File: src/rtl/qdr_pkg.sv
package qdr_pkg;

    typedef enum logic {
        PH_KBAR = 1'b0,
        PH_K    = 1'b1
    } phase_e;

    localparam int unsigned BEATS    = 4;
    localparam int unsigned BEAT_W   = 2;

endpackage

File: src/rtl/qdr_cmd_decode.sv
module qdr_cmd_decode
    import qdr_pkg::*;
(
    input  logic clk,
    input  logic rst_n,
    input  logic rd_req_n,
    input  logic wr_req_n,
    output logic k_edge_o,
    output logic rd_acc_o,
    output logic wr_acc_o
);

    typedef struct packed {
        phase_e phase;
        logic   rd_last;
        logic   wr_last;
    } dec_t;

    dec_t st_d, st_q;

    always_comb begin
        st_d     = st_q;
        k_edge_o = (st_q.phase == PH_K);
        rd_acc_o = k_edge_o && !rd_req_n && !st_q.rd_last;
        wr_acc_o = k_edge_o && !wr_req_n && !st_q.wr_last;

        st_d.phase = k_edge_o ? PH_KBAR : PH_K;
        if (k_edge_o) begin
            st_d.rd_last = rd_acc_o;
            st_d.wr_last = wr_acc_o;
        end
    end

    always_ff @(posedge clk) begin
        if (!rst_n) begin
            st_q <= '{phase: PH_K, rd_last: 1'b0, wr_last: 1'b0};
        end else begin
            st_q <= st_d;
        end
    end

    AST_RD_NO_B2B: assert property (@(posedge clk) disable iff (!rst_n)
        rd_acc_o |=> ##1 !rd_acc_o);
    AST_WR_NO_B2B: assert property (@(posedge clk) disable iff (!rst_n)
        wr_acc_o |=> ##1 !wr_acc_o);
    AST_ACC_AFTER_KBAR: assert property (@(posedge clk) disable iff (!rst_n)
        (rd_acc_o || wr_acc_o) |-> !$past(k_edge_o));

endmodule

File: src/rtl/qdr_burst_seq.sv
module qdr_burst_seq
    import qdr_pkg::*;
#(
    parameter int unsigned BASE_W = 6,
    parameter int unsigned LEAD   = 2
) (
    input  logic                      clk,
    input  logic                      rst_n,
    input  logic                      start_i,
    input  logic [BASE_W-1:0]         base_i,
    output logic                      beat_vld_o,
    output logic [BASE_W+BEAT_W-1:0]  beat_addr_o
);

    localparam int unsigned LAST_BEAT = BEATS - 1;

    typedef struct packed {
        logic [LEAD-1:0]             vld;
        logic [LEAD-1:0][BASE_W-1:0] base;
        logic                        act;
        logic [BEAT_W-1:0]           beat;
        logic [BASE_W-1:0]           cur;
    } seq_t;

    seq_t s_d, s_q;
    logic head;

    assign head = s_q.vld[LEAD-1];

    always_comb begin
        s_d         = s_q;
        beat_vld_o  = 1'b0;
        beat_addr_o = '0;

        s_d.vld[0]  = start_i;
        s_d.base[0] = base_i;
        for (int i = 1; i < int'(LEAD); i++) begin
            s_d.vld[i]  = s_q.vld[i-1];
            s_d.base[i] = s_q.base[i-1];
        end

        if (head) begin
            beat_vld_o  = 1'b1;
            beat_addr_o = {s_q.base[LEAD-1], {BEAT_W{1'b0}}};
            s_d.act     = 1'b1;
            s_d.beat    = BEAT_W'(1);
            s_d.cur     = s_q.base[LEAD-1];
        end else if (s_q.act) begin
            beat_vld_o  = 1'b1;
            beat_addr_o = {s_q.cur, s_q.beat};
            s_d.beat    = s_q.beat + BEAT_W'(1);
            s_d.act     = (s_q.beat != BEAT_W'(LAST_BEAT));
        end
    end

    always_ff @(posedge clk) begin
        if (!rst_n) begin
            s_q <= '0;
        end else begin
            s_q <= s_d;
        end
    end

    AST_SEQ_CONTINUES: assert property (@(posedge clk) disable iff (!rst_n)
        (beat_vld_o && !head) |-> $past(beat_vld_o));
    AST_SEQ_FIRST_BEAT_ZERO: assert property (@(posedge clk) disable iff (!rst_n)
        head |-> (beat_addr_o[BEAT_W-1:0] == '0));

endmodule

File: src/rtl/qdr_mem_array.sv
module qdr_mem_array #(
    parameter int unsigned ADDR_W = 8,
    parameter int unsigned DATA_W = 18
) (
    input  logic              clk,
    input  logic              we_i,
    input  logic [ADDR_W-1:0] waddr_i,
    input  logic [DATA_W-1:0] wdata_i,
    input  logic [ADDR_W-1:0] raddr_i,
    output logic [DATA_W-1:0] rdata_o
);

    localparam int unsigned DEPTH = 1 << ADDR_W;

    logic [DATA_W-1:0] mem_q [DEPTH];

    always_ff @(posedge clk) begin
        if (we_i) begin
            mem_q[waddr_i] <= wdata_i;
        end
    end

    assign rdata_o = mem_q[raddr_i];

endmodule

File: src/rtl/qdr_burst4_sram.sv
module qdr_burst4_sram
    import qdr_pkg::*;
#(
    parameter int unsigned BASE_W   = 6,
    parameter int unsigned DATA_W   = 18,
    parameter int unsigned LAT_HALF = 0
) (
    input  logic              clk,
    input  logic              rst_n,
    input  logic              rd_req_n,
    input  logic              wr_req_n,
    input  logic [BASE_W-1:0] addr,
    input  logic [DATA_W-1:0] wdata,
    output logic              k_phase,
    output logic [DATA_W-1:0] rdata,
    output logic              rdata_oe
);

    localparam int unsigned AW      = BASE_W + BEAT_W;
    localparam int unsigned WR_LEAD = 2;
    localparam int unsigned RD_LEAD = 4 + ((LAT_HALF != 0) ? 1 : 0);

    typedef struct packed {
        logic              oe;
        logic [DATA_W-1:0] data;
    } out_t;

    logic          k_edge, rd_acc, wr_acc;
    logic          wr_vld, rd_vld;
    logic [AW-1:0] wr_addr, rd_addr;
    logic [DATA_W-1:0] arr_rdata;
    out_t          o_d, o_q;

    qdr_cmd_decode u_dec (
        .clk      (clk),
        .rst_n    (rst_n),
        .rd_req_n (rd_req_n),
        .wr_req_n (wr_req_n),
        .k_edge_o (k_edge),
        .rd_acc_o (rd_acc),
        .wr_acc_o (wr_acc)
    );

    qdr_burst_seq #(.BASE_W(BASE_W), .LEAD(WR_LEAD)) u_wr_seq (
        .clk         (clk),
        .rst_n       (rst_n),
        .start_i     (wr_acc),
        .base_i      (addr),
        .beat_vld_o  (wr_vld),
        .beat_addr_o (wr_addr)
    );

    qdr_burst_seq #(.BASE_W(BASE_W), .LEAD(RD_LEAD)) u_rd_seq (
        .clk         (clk),
        .rst_n       (rst_n),
        .start_i     (rd_acc),
        .base_i      (addr),
        .beat_vld_o  (rd_vld),
        .beat_addr_o (rd_addr)
    );

    qdr_mem_array #(.ADDR_W(AW), .DATA_W(DATA_W)) u_arr (
        .clk     (clk),
        .we_i    (wr_vld),
        .waddr_i (wr_addr),
        .wdata_i (wdata),
        .raddr_i (rd_addr),
        .rdata_o (arr_rdata)
    );

    always_comb begin
        o_d.oe   = rd_vld;
        o_d.data = rd_vld ? arr_rdata : '0;
    end

    always_ff @(posedge clk) begin
        if (!rst_n) begin
            o_q <= '0;
        end else begin
            o_q <= o_d;
        end
    end

    assign k_phase  = k_edge;
    assign rdata    = o_q.data;
    assign rdata_oe = o_q.oe;

    AST_OE_OFF_AFTER_RESET: assert property (@(posedge clk) disable iff (!rst_n)
        !$past(rst_n) |-> !rdata_oe);
    AST_OE_FOUR_BEATS: assert property (@(posedge clk) disable iff (!rst_n)
        $rose(rdata_oe) |=> rdata_oe ##1 rdata_oe ##1 rdata_oe);
    AST_IDLE_BUS_ZERO: assert property (@(posedge clk) disable iff (!rst_n)
        !rdata_oe |-> (rdata == '0));
    AST_PHASE_ALTERNATES: assert property (@(posedge clk) disable iff (!rst_n)
        $past(rst_n) |-> (k_phase != $past(k_phase)));

endmodule

File: config.mk
export PLATFORM = sky130hd
export DESIGN_NAME = qdr_burst4_sram
export DESIGN_NICKNAME = d
export VERILOG_FILES = /design/src/rtl/qdr_pkg.sv /design/src/rtl/qdr_cmd_decode.sv /design/src/rtl/qdr_burst_seq.sv /design/src/rtl/qdr_mem_array.sv /design/src/rtl/qdr_burst4_sram.sv
export SDC_FILE = /design/constraint.sdc
export NUM_CORES = 2
export LEC_CHECK = 0
export BUFFER_PORTS_ARGS = -buffer_cell sky130_fd_sc_hd__buf_2
export CAP_MARGIN = 20
export CORE_MARGIN = 2
export CORE_UTILIZATION = 40
export CTS_CLUSTER_DIAMETER = 100
export DETAILED_ROUTE_END_ITERATION = 7
export PLACE_DENSITY_LB_ADDON = 0.05
export REMOVE_ABC_BUFFERS = 1
export SLEW_MARGIN = 10
export SYNTH_ARGS = -nofsm -noshare
export SYNTH_HDL_FRONTEND = slang
export SYNTH_MEMORY_MAX_BITS = 65536
export SYNTH_SLANG_ARGS = --single-unit
export TNS_END_PERCENT = 30
File: constraint.sdc
create_clock -name clk -period 2.8 [get_ports clk]
set_input_delay 0.56 -clock clk [delete_from_list [all_inputs] [get_ports clk]]
set_output_delay 0.56 -clock clk [all_outputs]
set_load 0.01 [all_outputs]
# == Word level (Yosys, flattened, before mapping) ==
# Memories as Yosys holds them, arrays and structs flattened. A register that Yosys moved wholly into a read port is not among the register bits.
# Cells that the tools add are included.
# totals
ff_bits,52
ramBits,4608
inputBits,28
out_inout_bits,20
wordCells,53
memories,1
# memory_table
memory,words,width,read_ports,rd_clocked_by_memory_dff,wr,line_no,text
u_arr.mem_q,256,18,1,1,1,qdr_mem_array.sv:15,logic [DATA_W-1:0] mem_q [DEPTH];
# op_classes
n_addsub,2
eq_ne,2
muxes,15
n_bitwise,1
n_reduce_logical,14
# ops
cell,count
8-bit two-way mux,4
3-bit two-way mux,4
1-bit two-way mux,7
1-bit logical NOT,5
2-bit by 1-bit adder with 2-bit output (second input constant),2
1-bit logical AND,4
2-bit != test (second input constant),2
2-bit nonzero test,2
2-bit OR reduction,2
2-bit AND reduction,1
1-bit NOT,1

# == Longest topological paths before layout ==
# logic_depth
word_depth,4
ltp_mapped,14
mapped_depth_nobuf,8

# == Cells and area by module ==
# A second synthesis with hierarchy kept.
# hier_totals
cells_unflattened,8484
hier_area_um2,180565.7
# by_module_without_submodules
module,n_inst,cells_per_inst,area_per_inst_um2,seq_area_each_um2
qdr_mem_array,1,8263,177861.8,138372.7
qdr_burst_seq at u_rd_seq,1,100,1214.9,740.7
qdr_burst_seq at u_wr_seq,1,71,840.8,460.4
qdr_burst4_sram,1,40,530.5,380.4
qdr_cmd_decode,1,10,117.6,60.1

# == Worst setup path before layout ==
# OpenSTA, ideal clock, no wires.
# synth_path
path_kind,flip-flop to flip-flop
start,"register u_wr_seq.s_q, in the netlist u_wr_seq.head"
end,memory u_arr.mem_q[101][0] (enable)
setup_ns,0.393
t_arrival_ns,2.440
t_required_ns,2.407
slack_ns,-0.033
stages_incl_launch_ff,8
n_path_buf,3
synth_period_minus_slack_ns,2.833
cell_sequence,dfxtp_1 clkbuf_1 buf_1 nand2_1 o32ai_1 nand2_1 clkbuf_1 nor2_1
# synth_between
elab_chain_len,3
elab_cells_between_ends,4
cone_classes,mux (4)
# synth_rtl
item,line_no,text
from (decl),qdr_burst_seq.sv:25,"seq_t s_d, s_q;"
from (signal assigned),qdr_burst_seq.sv:58,s_q <= '0;
from (signal assigned),qdr_burst_seq.sv:60,s_q <= s_d;
1-bit two-way mux,qdr_burst_seq.sv:42,if (head) begin
1-bit two-way mux,qdr_mem_array.sv:18,if (we_i) begin
1-bit two-way mux (implied by the code),qdr_mem_array.sv:19,mem_q[waddr_i] <= wdata_i;
to (decl),qdr_mem_array.sv:15,
# Several ways; a longest one is shown, not always the timed one.

# == Worst setup path after layout ==
# layout_path
start,"register u_rd_seq.s_q, in the netlist u_rd_seq.head"
end,"register, netlist name rdata[1]"
# layout_between
elab_chain_len,3
elab_cells_between_ends,4
cone_classes,mux (2); reduce/logical (2)
# layout_rtl
item,line_no
from (decl),qdr_burst_seq.sv:25
from (signal assigned),qdr_burst_seq.sv:58
from (signal assigned),qdr_burst_seq.sv:60
1-bit two-way mux,qdr_burst_seq.sv:42
2-bit AND reduction (no line),--
1-bit logical NOT (no line),--
# Several ways; a longest one is shown, not always the timed one.
# A chain may end at the register's enable or synchronous reset.

==> key figures <==
Setup path
  • CP arrival: 4.48 ns
  • CP Launch Type: register
  • Critical path data required time: around 3.8 ns
  • Crit Path Max Fanout: 13
  • R2R depth: 11
  • CP Capture Type: register
  • Setup CP Type: register to register

Placement
  • Inst Count DP: 19300
  • Detail Placement HPWL: 483 mm
  • Place WS: -1.52 ns
  • Routability cong.: slightly above 0.9
  • Port Buffer Count: 47

Synthesis
  • FF+latch count, synth: 4678
  • Seq/Total Area, Yosys: 0.754
  • Synthesized area per cell: 15.5 um^2
  • Post-synth ARST share: 0
  • Primary FF master, synth: edfxtp_1
  • Distinct cells, synth: 93
  • Post-synth EDFFs: 4608
  • Synth Instances: 11900
  • Syn. warnings: 0
  • Synth Cell Area: between 150000 and 200000 um^2

Floorplan
  • Die ar.: 469000 um^2
  • Core footprint: 463000 um^2
  • Chip width: 685 um
  • Starting Density: 0.401
  • Die Y: 685 um
  • Io pins: 48
  • Cell Rows: 250

Route
  • Post-DR vias/cell: 6.03
  • DR vias: 124000
  • Post-route ant nets: 0
  • First DRT Iteration DRCs: 16000
  • WL/cell: 35.8 um
  • Drc violations: 0
  • Drt total wl: 739 mm
  • TritonRoute pass-1 iters: 6

Layout
  • Layout fillers: ~39000
  • Layout cells sized above 1: 0.274
  • Most common cell after layout, fill and taps aside: edfxtp_1
  • Most frequent cells in the layout: 4608 x edfxtp_1, 1575 x buf_4, 1067 x nand2_1
  • Nets@finish: 14000
  • Area Overhead vs Synth: 27.5%
  • Finished Layout Cells: 20600

Min path
  • Worst Hold Depth: 3
  • Worst min path class: primary input to register

Clocking
  • H-tree depth: 6
  • Clk pin slew, worst setup/hold paths: 0.06 ns
  • Later-pin clock latency in the skew report: 1.10 ns
  • CTS tree: built
  • Worst-case clock buffer depth: 4
  • Root Buffer: clkbuf_16
  • Cts bufs inserted: 535
  • Clk sinks: 4678

Global routing
  • Total global-route track usage: 0.304
  • Grt met2 use: 0.491
  • Met1 usage: 0.411
  • Largest net degree at the start of global routing: 109
  • Antenna violations before repair: 54
  • Vias in the first global route: 119000
  • GR peak layer: met2
  • Met3 Use GR: 0.0509
  • Congestion Overflow GR: 0
  • First-pass GRT wire length: around 1000 mm

STA
  • Worst Max-Slew Pin Slew: approximately 1.2 ns
  • RSZ-0062 raised after global routing: true
  • Final setup viols: 19
  • Final Max Slew Viols: 0
  • Setup ws final: -0.707 ns
  • Fmax: between 0.2 and 0.3 GHz
  • Period utilisation layout: 1.25
  • Final hold vios: 0
  • Final min period: roughly 3.5 ns
  • Max_slew headroom: 0.209
  • Final Skew: 0.0550 ns

Status
  • Status: finished with violations
  • Failing checks: setup timing

Power
  • Power density over the cells: 624 nW/um^2
  • Peak supply drop: 0.720 mV
  • LEAKAGE: 78.2 nW

Run
  • Max-Cap Viols: 0
[through the flow]
step,hold WS (ns),setup TNS [ns],cell area [um^2],util,power [W]
final,0.178,-9.98,236000,0.511,0.148
after CTS,0.00213,-10.35,233000,0.503,0.148
after global routing,0.166,-9.87,236000,0.511,0.151
after global placement,0.418,-20.50,213000,0.460,0.0815
after floorplan,0.412,-619.53,181000,-,0.0792
after detailed placement,0.418,-19.94,213000,0.461,0.0816
[layer usage]
layer,routed length (um),vias up
li1,-,52100
met1,301000,65500
met2,347000,5762
met3,57100,1123
met4,33800,10
met5,65,-
[cell usage after synthesis, drive strengths merged, types with 12 or more instances]
cell type  instances  share of area
a2111oi           19        0.00097
a211oi            53         0.0022
a21boi            22        0.00089
a21oi            415          0.011
a221oi           116         0.0055
a22o              13        0.00061
a22oi             49         0.0020
a311oi            12        0.00057
a31oi            175         0.0059
a32oi             34         0.0016
and2              33         0.0011
and3              45         0.0015
buf              579          0.017
clkbuf           357         0.0072
dfxtp             70         0.0076
edfxtp          4608           0.75
mux2              12        0.00073
mux2i            362          0.020
mux4             169          0.021
nand2           1098          0.022
nand2b            75         0.0025
nand3            426          0.012
nand4             35         0.0012
nand4bb           30         0.0018
nor2             431         0.0088
nor3              96         0.0027
nor4              20        0.00067
o2111ai           48         0.0023
o211ai           460          0.019
o21a              47         0.0019
o21ai            697          0.019
o221ai           233          0.011
o22ai            164         0.0055
o311ai            95         0.0045
o31ai             14        0.00057
o32ai             20         0.0010
or3              616          0.021
or4bb             38         0.0023
[area by class of cell]
class	instances	area, um^2	area share
multi-input combinational	6322	44100	0.186
tap	6174	7720	0.0327
antenna	61	153	0.000646
sequential	4678	140000	0.591
inverter	10	45.0	0.000191
timing repair buffer	2440	28100	0.119
clock buffer	684	14300	0.0605
clock inverter	267	2170	0.00917
[repair_timing]
action,4_1_cts,5_1_grt
endpoints found under the setup margin,18,96
pin swaps,57,138
gates resized for setup,287,416
endpoints found under the hold margin,525,1
hold buffers,26,1
buffers inserted,101,122
cloned,24,32
[registers in the layout (all words and copies together) (netlist names)]
register        count
u_arr.mem_q      4608
u_rd_seq.s_d       21
rdata              18
u_rd_seq.s_q       15
u_wr_seq.s_q        9
u_dec.st_q          2
rdata_oe            1
u_dec.k_edge_o      1
u_rd_seq.head       1
u_wr_seq.head       1
u_wr_seq.s_d        1
[power breakdown]
part	switching (W)	leakage, nW	internal, W
combinational	0.00251	28.2	0.000909
clock	0.0288	8.03	0.0385
sequential	0.0000344	42.0	0.0769
[path summary, 6_finish.rpt]
kind | from | to | slack [ns]
worst max register to register | u_rd_seq.head | rdata[1] | -0.71
worst min-delay path | wr_req_n | u_wr_seq.s_d[22] | 0.18
worst min register to register | u_rd_seq.s_d[31] | u_rd_seq.s_q[31] | 0.43
worst max-delay path | u_rd_seq.head | rdata[1] | -0.71
[logic make-up after synthesis]
group           synth area share
mux                       0.0408
xor+xnor               0.0000945
fa+ha+maj               0.000135
flops                      0.754
buf+inv                   0.0249
compound gates             0.101
simple gates              0.0793
[worst max-delay path, cell delays in order (launching register included)]
cell,delay [ns]
dfxtp_4,0.38
buf_4,0.16
and3b_4,0.37
buf_12,0.23
buf_6,0.21
buf_4,0.17
nand2_1,0.07
a31oi_2,0.20
a21oi_2,0.08
o211ai_1,0.92
o22ai_4,0.31
o32ai_2,0.21
Power figures use the tool's default switching activity.
